## config.mk

```make
export PLATFORM = sky130hd
export DESIGN_NAME = countdown_timer
export DESIGN_NICKNAME = d
export VERILOG_FILES = /design/src/rtl/dtmr_pkg.sv /design/src/rtl/dtmr_tick_sel.sv /design/src/rtl/dtmr_counter.sv /design/src/rtl/dtmr_irq.sv /design/src/rtl/countdown_timer.sv
export SDC_FILE = /design/constraint.sdc
export NUM_CORES = 1
export LEC_CHECK = 0
export BUFFER_PORTS_ARGS = -buffer_cell sky130_fd_sc_hd__buf_2
export CAP_MARGIN = 20
export CELL_PAD_IN_SITES_DETAIL_PLACEMENT = 2
export CELL_PAD_IN_SITES_GLOBAL_PLACEMENT = 2
export CORE_AREA = 5 5 69 71
export DETAILED_ROUTE_END_ITERATION = 12
export DIE_AREA = 0 0 74 76
export HOLD_SLACK_MARGIN = 0.08
export PLACE_DENSITY = 0.78
export SLEW_MARGIN = 40
export SYNTH_ARGS = -nofsm -noshare
export SYNTH_HDL_FRONTEND = slang
export SYNTH_SLANG_ARGS = --single-unit
```

## constraint.sdc

```tcl
create_clock -name clk_i -period 3.7 [get_ports clk_i]
set_input_delay 0.185 -clock clk_i [delete_from_list [all_inputs] [get_ports clk_i]]
set_output_delay 0.185 -clock clk_i [all_outputs]
set_load 0.02 [all_outputs]
```

## src/rtl/dtmr_pkg.sv

```systemverilog
package dtmr_pkg;
  localparam int DATA_W    = 8;
  localparam int TF_BIT    = 3;
  localparam int EN_BIT    = 7;
  localparam int PULSE_BIT = 6;
  localparam int IE_BIT    = 5;

  typedef enum logic [1:0] {
    A_FLAGS = 2'd0,
    A_VALUE = 2'd1,
    A_CTRL  = 2'd2,
    A_NONE  = 2'd3
  } reg_addr_e;
endpackage

```

## src/rtl/dtmr_tick_sel.sv

```systemverilog
module dtmr_tick_sel #(
  parameter int NUM_SRC = 4,
  parameter int SEL_W   = $clog2(NUM_SRC)
) (
  input  logic [NUM_SRC-1:0] tick_i,
  input  logic [SEL_W-1:0]   sel_i,
  input  logic               en_i,
  output logic               tick_o
);
  logic [NUM_SRC-1:0] hit;

  for (genvar i = 0; i < NUM_SRC; i++) begin : g_src
    assign hit[i] = tick_i[i] & (sel_i == SEL_W'(i));
  end

  assign tick_o = en_i & (|hit);
endmodule

```

## src/rtl/dtmr_counter.sv

```systemverilog
module dtmr_counter #(
  parameter int CNT_W = 8
) (
  input  logic             clk_i,
  input  logic             rst_ni,
  input  logic             tick_i,
  input  logic             load_i,
  input  logic [CNT_W-1:0] load_val_i,
  output logic [CNT_W-1:0] cnt_o,
  output logic [CNT_W-1:0] reload_o,
  output logic             end_o
);
  logic [CNT_W-1:0] cnt_q, reload_q;

  always_ff @(posedge clk_i or negedge rst_ni) begin
    if (!rst_ni) begin
      cnt_q    <= '0;
      reload_q <= '0;
    end else if (load_i) begin
      cnt_q    <= load_val_i;
      reload_q <= load_val_i;
    end else if (tick_i) begin
      // one dwell tick at zero before reload
      cnt_q <= (cnt_q == '0) ? reload_q : cnt_q - 1'b1;
    end
  end

  assign end_o    = tick_i & ~load_i & (cnt_q == CNT_W'(1));
  assign cnt_o    = cnt_q;
  assign reload_o = reload_q;
endmodule

```

## src/rtl/dtmr_irq.sv

```systemverilog
module dtmr_irq (
  input  logic clk_i,
  input  logic rst_ni,
  input  logic end_i,
  input  logic tick_i,
  input  logic en_i,
  input  logic clr_i,
  input  logic pulse_mode_i,
  input  logic ie_i,
  output logic flag_o,
  output logic irq_o
);
  logic tf_q, pulse_q;

  always_ff @(posedge clk_i or negedge rst_ni) begin
    if (!rst_ni) begin
      tf_q    <= 1'b0;
      pulse_q <= 1'b0;
    end else begin
      if (end_i)      tf_q <= 1'b1;
      else if (clr_i) tf_q <= 1'b0;

      if (end_i)                pulse_q <= 1'b1;
      else if (tick_i || !en_i) pulse_q <= 1'b0;
    end
  end

  assign flag_o = tf_q;
  assign irq_o  = ie_i & (pulse_mode_i ? pulse_q : tf_q);
endmodule

```

## src/rtl/countdown_timer.sv

```systemverilog
module countdown_timer
  import dtmr_pkg::*;
#(
  parameter int CNT_W   = 8,
  parameter int NUM_SRC = 4
) (
  input  logic               clk_i,
  input  logic               rst_ni,
  input  logic               wr_en_i,
  input  logic [1:0]         addr_i,
  input  logic [7:0]         wdata_i,
  output logic [7:0]         rdata_o,
  input  logic [NUM_SRC-1:0] tick_i,
  output logic               irq_o
);
  localparam int SEL_W = $clog2(NUM_SRC);

  logic             ctrl_en_q, ctrl_pulse_q, ctrl_ie_q;
  logic [SEL_W-1:0] ctrl_src_q;
  logic [CNT_W-1:0] cnt, reload;
  logic             src_tick, count_end, tf;
  logic             wr_flags, wr_value, wr_ctrl, flag_clr;

  assign wr_flags = wr_en_i & (addr_i == A_FLAGS);
  assign wr_value = wr_en_i & (addr_i == A_VALUE);
  assign wr_ctrl  = wr_en_i & (addr_i == A_CTRL);
  assign flag_clr = wr_flags & ~wdata_i[TF_BIT];

  always_ff @(posedge clk_i or negedge rst_ni) begin
    if (!rst_ni) begin
      ctrl_en_q    <= 1'b0;
      ctrl_pulse_q <= 1'b0;
      ctrl_ie_q    <= 1'b0;
      ctrl_src_q   <= '0;
    end else if (wr_ctrl) begin
      ctrl_en_q    <= wdata_i[EN_BIT];
      ctrl_pulse_q <= wdata_i[PULSE_BIT];
      ctrl_ie_q    <= wdata_i[IE_BIT];
      ctrl_src_q   <= wdata_i[SEL_W-1:0];
    end
  end

  dtmr_tick_sel #(.NUM_SRC(NUM_SRC), .SEL_W(SEL_W)) i_tick_sel (
    .tick_i (tick_i),
    .sel_i  (ctrl_src_q),
    .en_i   (ctrl_en_q),
    .tick_o (src_tick)
  );

  dtmr_counter #(.CNT_W(CNT_W)) i_counter (
    .clk_i      (clk_i),
    .rst_ni     (rst_ni),
    .tick_i     (src_tick),
    .load_i     (wr_value),
    .load_val_i (wdata_i[CNT_W-1:0]),
    .cnt_o      (cnt),
    .reload_o   (reload),
    .end_o      (count_end)
  );

  dtmr_irq i_irq (
    .clk_i        (clk_i),
    .rst_ni       (rst_ni),
    .end_i        (count_end),
    .tick_i       (src_tick),
    .en_i         (ctrl_en_q),
    .clr_i        (flag_clr),
    .pulse_mode_i (ctrl_pulse_q),
    .ie_i         (ctrl_ie_q),
    .flag_o       (tf),
    .irq_o        (irq_o)
  );

  always_comb begin
    rdata_o = '0;
    case (addr_i)
      A_FLAGS: rdata_o[TF_BIT] = tf;
      A_VALUE: rdata_o = DATA_W'(cnt);
      A_CTRL: begin
        rdata_o[EN_BIT]    = ctrl_en_q;
        rdata_o[PULSE_BIT] = ctrl_pulse_q;
        rdata_o[IE_BIT]    = ctrl_ie_q;
        rdata_o[SEL_W-1:0] = ctrl_src_q;
      end
      default: rdata_o = '0;
    endcase
  end
endmodule

```

**Yosys cells after proc, flatten, opt, wreduce, memory -nomap -nowiden**

Cells that the tools add are included.

- Register bits: 23
- Logic and storage cells: 51

- Add/subtract/negate cells: 1
- Eq/ne operators: 6
- Muxes and demuxes: 13
- Bitwise logic cells: 14
- Reduce and logical (&&, ||, !) cells: 9

Operator list:

| cell | number |
|---|---|
| 2-to-1 mux 8 bit | 3 |
| bitwise AND 1 bit | 12 |
| equality test 8 x 1 -> 1 bit, second input constant | 1 |
| zero test 8 bit | 1 |
| subtractor 8 x 1 -> 8 bit, second input constant | 1 |
| 2-to-1 mux 1 bit | 7 |
| equality test 2 bit, second input constant | 3 |
| one-hot mux 3 bit (2 select lines) | 1 |
| nonzero test 2 bit | 3 |
| equality test 2 x 1 -> 1 bit, second input constant | 2 |
| zero test 2 bit | 2 |
| one-hot mux 2 bit (2 select lines) | 1 |
| OR reduction 4 bit | 1 |
| inverter 1 bit | 2 |
| one-hot mux 1 bit (2 select lines) | 1 |
| zero test 1 bit | 1 |
| logical OR 1 bit | 1 |

**Longest topological paths before layout**

- Depth in word-level cells: 7
- Mapped depth: 8

**Cells and area by module**

Synthesis repeated with hierarchy kept, for this count alone.

- Cell total of the unflattened synthesis: 131
- Area total of the unflattened synthesis: 1398.8 µm²

By module, submodules not included:

| module | times used | cells an instance | area an instance (µm²) |
|---|---|---|---|
| dtmr_counter | 1 | 88 | 915.9 |
| countdown_timer | 1 | 33 | 364.1 |
| dtmr_irq | 1 | 8 | 90.1 |
| dtmr_tick_sel | 1 | 2 | 28.8 |

**Worst setup path before layout**

OpenSTA, ideal clock, no wires.

- Path type: reg-to-reg
- Start point: register i_counter.cnt_q[0], in the netlist i_counter.cnt_o[0]
- End point: register i_counter.cnt_q[1], in the netlist i_counter.cnt_o[1]
- Data arrival time: 1.845 ns
- Slack: 1.728 ns
- Cell stages (with the launch flop): 8
- Path buffers: 1
- Cell sequence: dfrtp_1 -> inv_1 -> ha_1 -> or3b_2 -> clkbuf_2 -> or3_1 -> a21boi_0 -> o21ai_0

- Longest elaborated chain between the ends: 4
- Elaborated cells on any way between the ends: 5

Ends and longest elaborated chain:

| element | line | RTL |
|---|---|---|
| start: declaration | dtmr_counter.sv:13 | `logic [CNT_W-1:0] cnt_q, reload_q;` |
| start signal: assignment | dtmr_counter.sv:20 | `cnt_q <= load_val_i;` |
| start signal: assignment | dtmr_counter.sv:24 | `cnt_q <= (cnt_q == '0) ? reload_q : cnt_q - 1'b1;` |
| subtractor 8 x 1 -> 8 bit or zero test 8 bit (tied branches) | dtmr_counter.sv:24 |  |
| 2-to-1 mux 8 bit (*) | dtmr_counter.sv:24 |  |
| 2-to-1 mux 8 bit (*) | dtmr_counter.sv:22 | `end else if (tick_i) begin` |
| 2-to-1 mux 8 bit (*) | dtmr_counter.sv:19 | `end else if (load_i) begin` |

Mark *: on every way between the ends. The rest lies on a longest branch, timed or not. The select of a mux whose other input is x is not followed.
A chain may end at the register's enable or synchronous reset.

**Final worst setup path**

Same ends and word-level chain as after synthesis.

==> out/results.ini <==
[timing]
tns_ns=0
tightest_slew_ns=0.625
min_period_over_period_pct=59.5
hold_viol=0
relSlewSlack_pct=58.2
setup-violations-final=0
final.setup.worst_slack_ns=1.50
fmax_ghz=0.455
slew_violations=0
rsz0062_at_grt=no
period_needed_ns=2.20
skew_ns=0.00177

[critical_path]
endpoint_kind=flop
cp-start-kind=flop
cp_data_arrival_time_ns=2.35
required_ns=3.85
worstSetupPathType=flop to flop
critPathMaxStageDelay_ns=0.58
crit_buf_inv=1
worstPathCellList=inv_1, ha_1, or3b_2, or3_1, a21boi_0, o21ai_0
worst-r2r-cell-count=6
rrSetupSlack_ns=1.50
r2r-start=i_counter.cnt_o[0]$_DFFE_PN0P_
path_max_fanout=9
reg2reg_to=i_counter.cnt_o[1]$_DFFE_PN0P_
slowest_stage=or3b_2
critPathTopFamily=simple AND/OR/NAND/NOR gates

[logic_synthesis]
synthCells=151
ys_seq_area_share_pct=41.3
synth_nets=174
synth_area_leaders=dfrtp_1 (41%), nand2_1 (8.6%), ha_1 (5.4%), mux2_2 (4.0%), o21ai_0 (3.6%)
synth_area_leader_cell=dfrtp_1
syn_area_um2=1400
synthDominantCellAreaShare_pct=41.3
ys.flop_type=dfrtp_1
avgSynthCellArea_um2=9.24
ys_seq_elements=23
yosysWarnings=0
ys_async_sr_fraction_pct=100
synth_cell_types=40
synth-edff-count=0

[clock_network]
cts_tree=done
insertion_delay_ns=0.27
post_cts_resized=0
root_buffer=clkbuf_8
clock_sinks=23
cts_max_path_buffers=2
clkTransAtPathRegs_ns=0.09
h-tree-depth=1
cts_made_buffers=3

[global_route]
grt_pass1_wl_um=7090
first_global_vias=1431
grt_max_degree=24
grt_usage_pct=16.1
antenna_found_initial=0
grt_overflow_total=0

[place]
place_congestion=0.764
io_buffer_count=25
dpl_cell_area_um2=1560
dp_hpwl_um=3160
post-place-ws_ns=1.51

[floorplanning]
ioPinCount=26
die_y_um=76
core_um2=4170
start_util_pct=33.4
num_rows=24
dieArea_um2=5620
die_w_um=74

[final_layout]
final_common_cell=nand2_1
num-fill-cells=487
antenna_cells=0
regArea_um2=576
final_cell_mix=nand2_1 (32), buf_2 (26), dfrtp_1 (23)
fin_util_pct=38.8
final_nets=201
multi_input_area_um2=773
drive_above_1_share_pct=24.9
fin_area_um2=1620
area_delta_synth_final_pct=16.1

[pwr]
leakagePower_nw=0.748
vdd_drop_max_mv=0.245
power_density_nw_per_um2=554

[routing]
routed_wl_um=4170
remaining_drc_errors=0
drt-initial-drc-count=28
wl_per_cell_um=18.2
first_pass_iters=4
vias=1228
ant_nets=0
vias_per_cell=5.36

[flow_run]
maxCapViolCount=0

[hold_path]
min_from=wdata_i[4]
hold_path.class=primary input to flop
worstHoldEndpoint=i_counter.reload_o[4]$_DFFE_PN0P_
hold_depth=3

[status]
status=complete, no violations

worst max-delay path by stage:
stage                                               from                              to  cells past startpoint
after CTS                 i_counter.cnt_o[0]$_DFFE_PN0P_  i_counter.cnt_o[1]$_DFFE_PN0P_                      6
after global routing      i_counter.cnt_o[0]$_DFFE_PN0P_  i_counter.cnt_o[1]$_DFFE_PN0P_                      6
final                     i_counter.cnt_o[0]$_DFFE_PN0P_  i_counter.cnt_o[1]$_DFFE_PN0P_                      6
after detailed placement                       addr_i[1]  i_counter.cnt_o[3]$_DFFE_PN0P_                      7
after floorplan           i_counter.cnt_o[0]$_DFFE_PN0P_  i_counter.cnt_o[1]$_DFFE_PN0P_                      7
after global placement    i_counter.cnt_o[0]$_DFFE_PN0P_  i_counter.cnt_o[1]$_DFFE_PN0P_                      6
synth_stat cells, types with 2 or more instances:
cell type   n
clkbuf_1    3
and2_1      3
xor2_1      2
nand2b_1    2
a31oi_1     5
o31a_2      3
o221ai_1    2
o21ai_0    10
nor2b_1     6
dfrtp_1    23
a211oi_1    2
nor2_1      8
ha_1        6
nand2_1    32
a21boi_0    2
mux2i_1     4
a22oi_1     5
nor3b_1     3
mux2_2      5
inv_1       5
timing repair:
item	CTS	global route
hold endpoints to repair	23	0
hold buffers	1	0
setup buffers	0	0
area by class of cell:
class,instances,area share (%)
clock buffers,3,2.55
clock inverters,1,0.309
inverters,5,1.16
multi-input cells,118,47.8
flip-flops and latches,23,35.5
well taps,52,4.02
repair buffers,27,8.66
registers in the layout, indices dropped and copies added (netlist names):
register / count
i_counter.cnt_o: 8
i_counter.reload_o: 8
i_irq.pulse_q: 1
ctrl_en_q: 1
i_irq.flag_o: 1
ctrl_src_q: 2
ctrl_pulse_q: 1
ctrl_ie_q: 1
metal layers:
layer	global-route usage [%]	share of wire, %	vias up
met2	28.0	51	13
met1	20.3	46	619
met5	0	0	-
met4	4.71	0.91	0
met3	1.98	2.1	4
li1	-	-	592
cell families after synthesis:
| family | after synthesis | synth area share, % |
|---|---|---|
| xor gates and xnor gates | 3 | 1.88 |
| DFF | 23 | 41.3 |
| and+or+nand+nor | 63 | 21.9 |
| buffers and inverters | 10 | 3.32 |
| adders and majority gates | 6 | 5.38 |
| AOI/OAI and AO/OA | 37 | 19.4 |
| muxes | 9 | 6.91 |
worst min-delay path, stage by stage:
cell and delay (ns):
buf_2 0.08, nand2_1 0.06, nand2_1 0.06
power by group:
group | total [mW] | switching [mW] | internal [mW]
logic | 0.324 | 0.176 | 0.148
registers | 0.409 | 0.0951 | 0.314
clock network | 0.164 | 0.0887 | 0.0754
total | 0.897 | 0.360 | 0.537
metrics by stage:
stage / hold WS, ns / std cells / total power [mW]
6_report: 0.143 / 229 / 0.897
5_1_grt: 0.159 / 229 / 0.969
4_1_cts: 0.149 / 228 / 0.905
3_5_place_dp: 0.199 / 223 / 0.739
3_3_place_gp: 0.205 / 223 / 0.717
2_1_floorplan: -0.111 / 151 / 0.623
No activity file was read; power rests on OpenSTA's default activity.
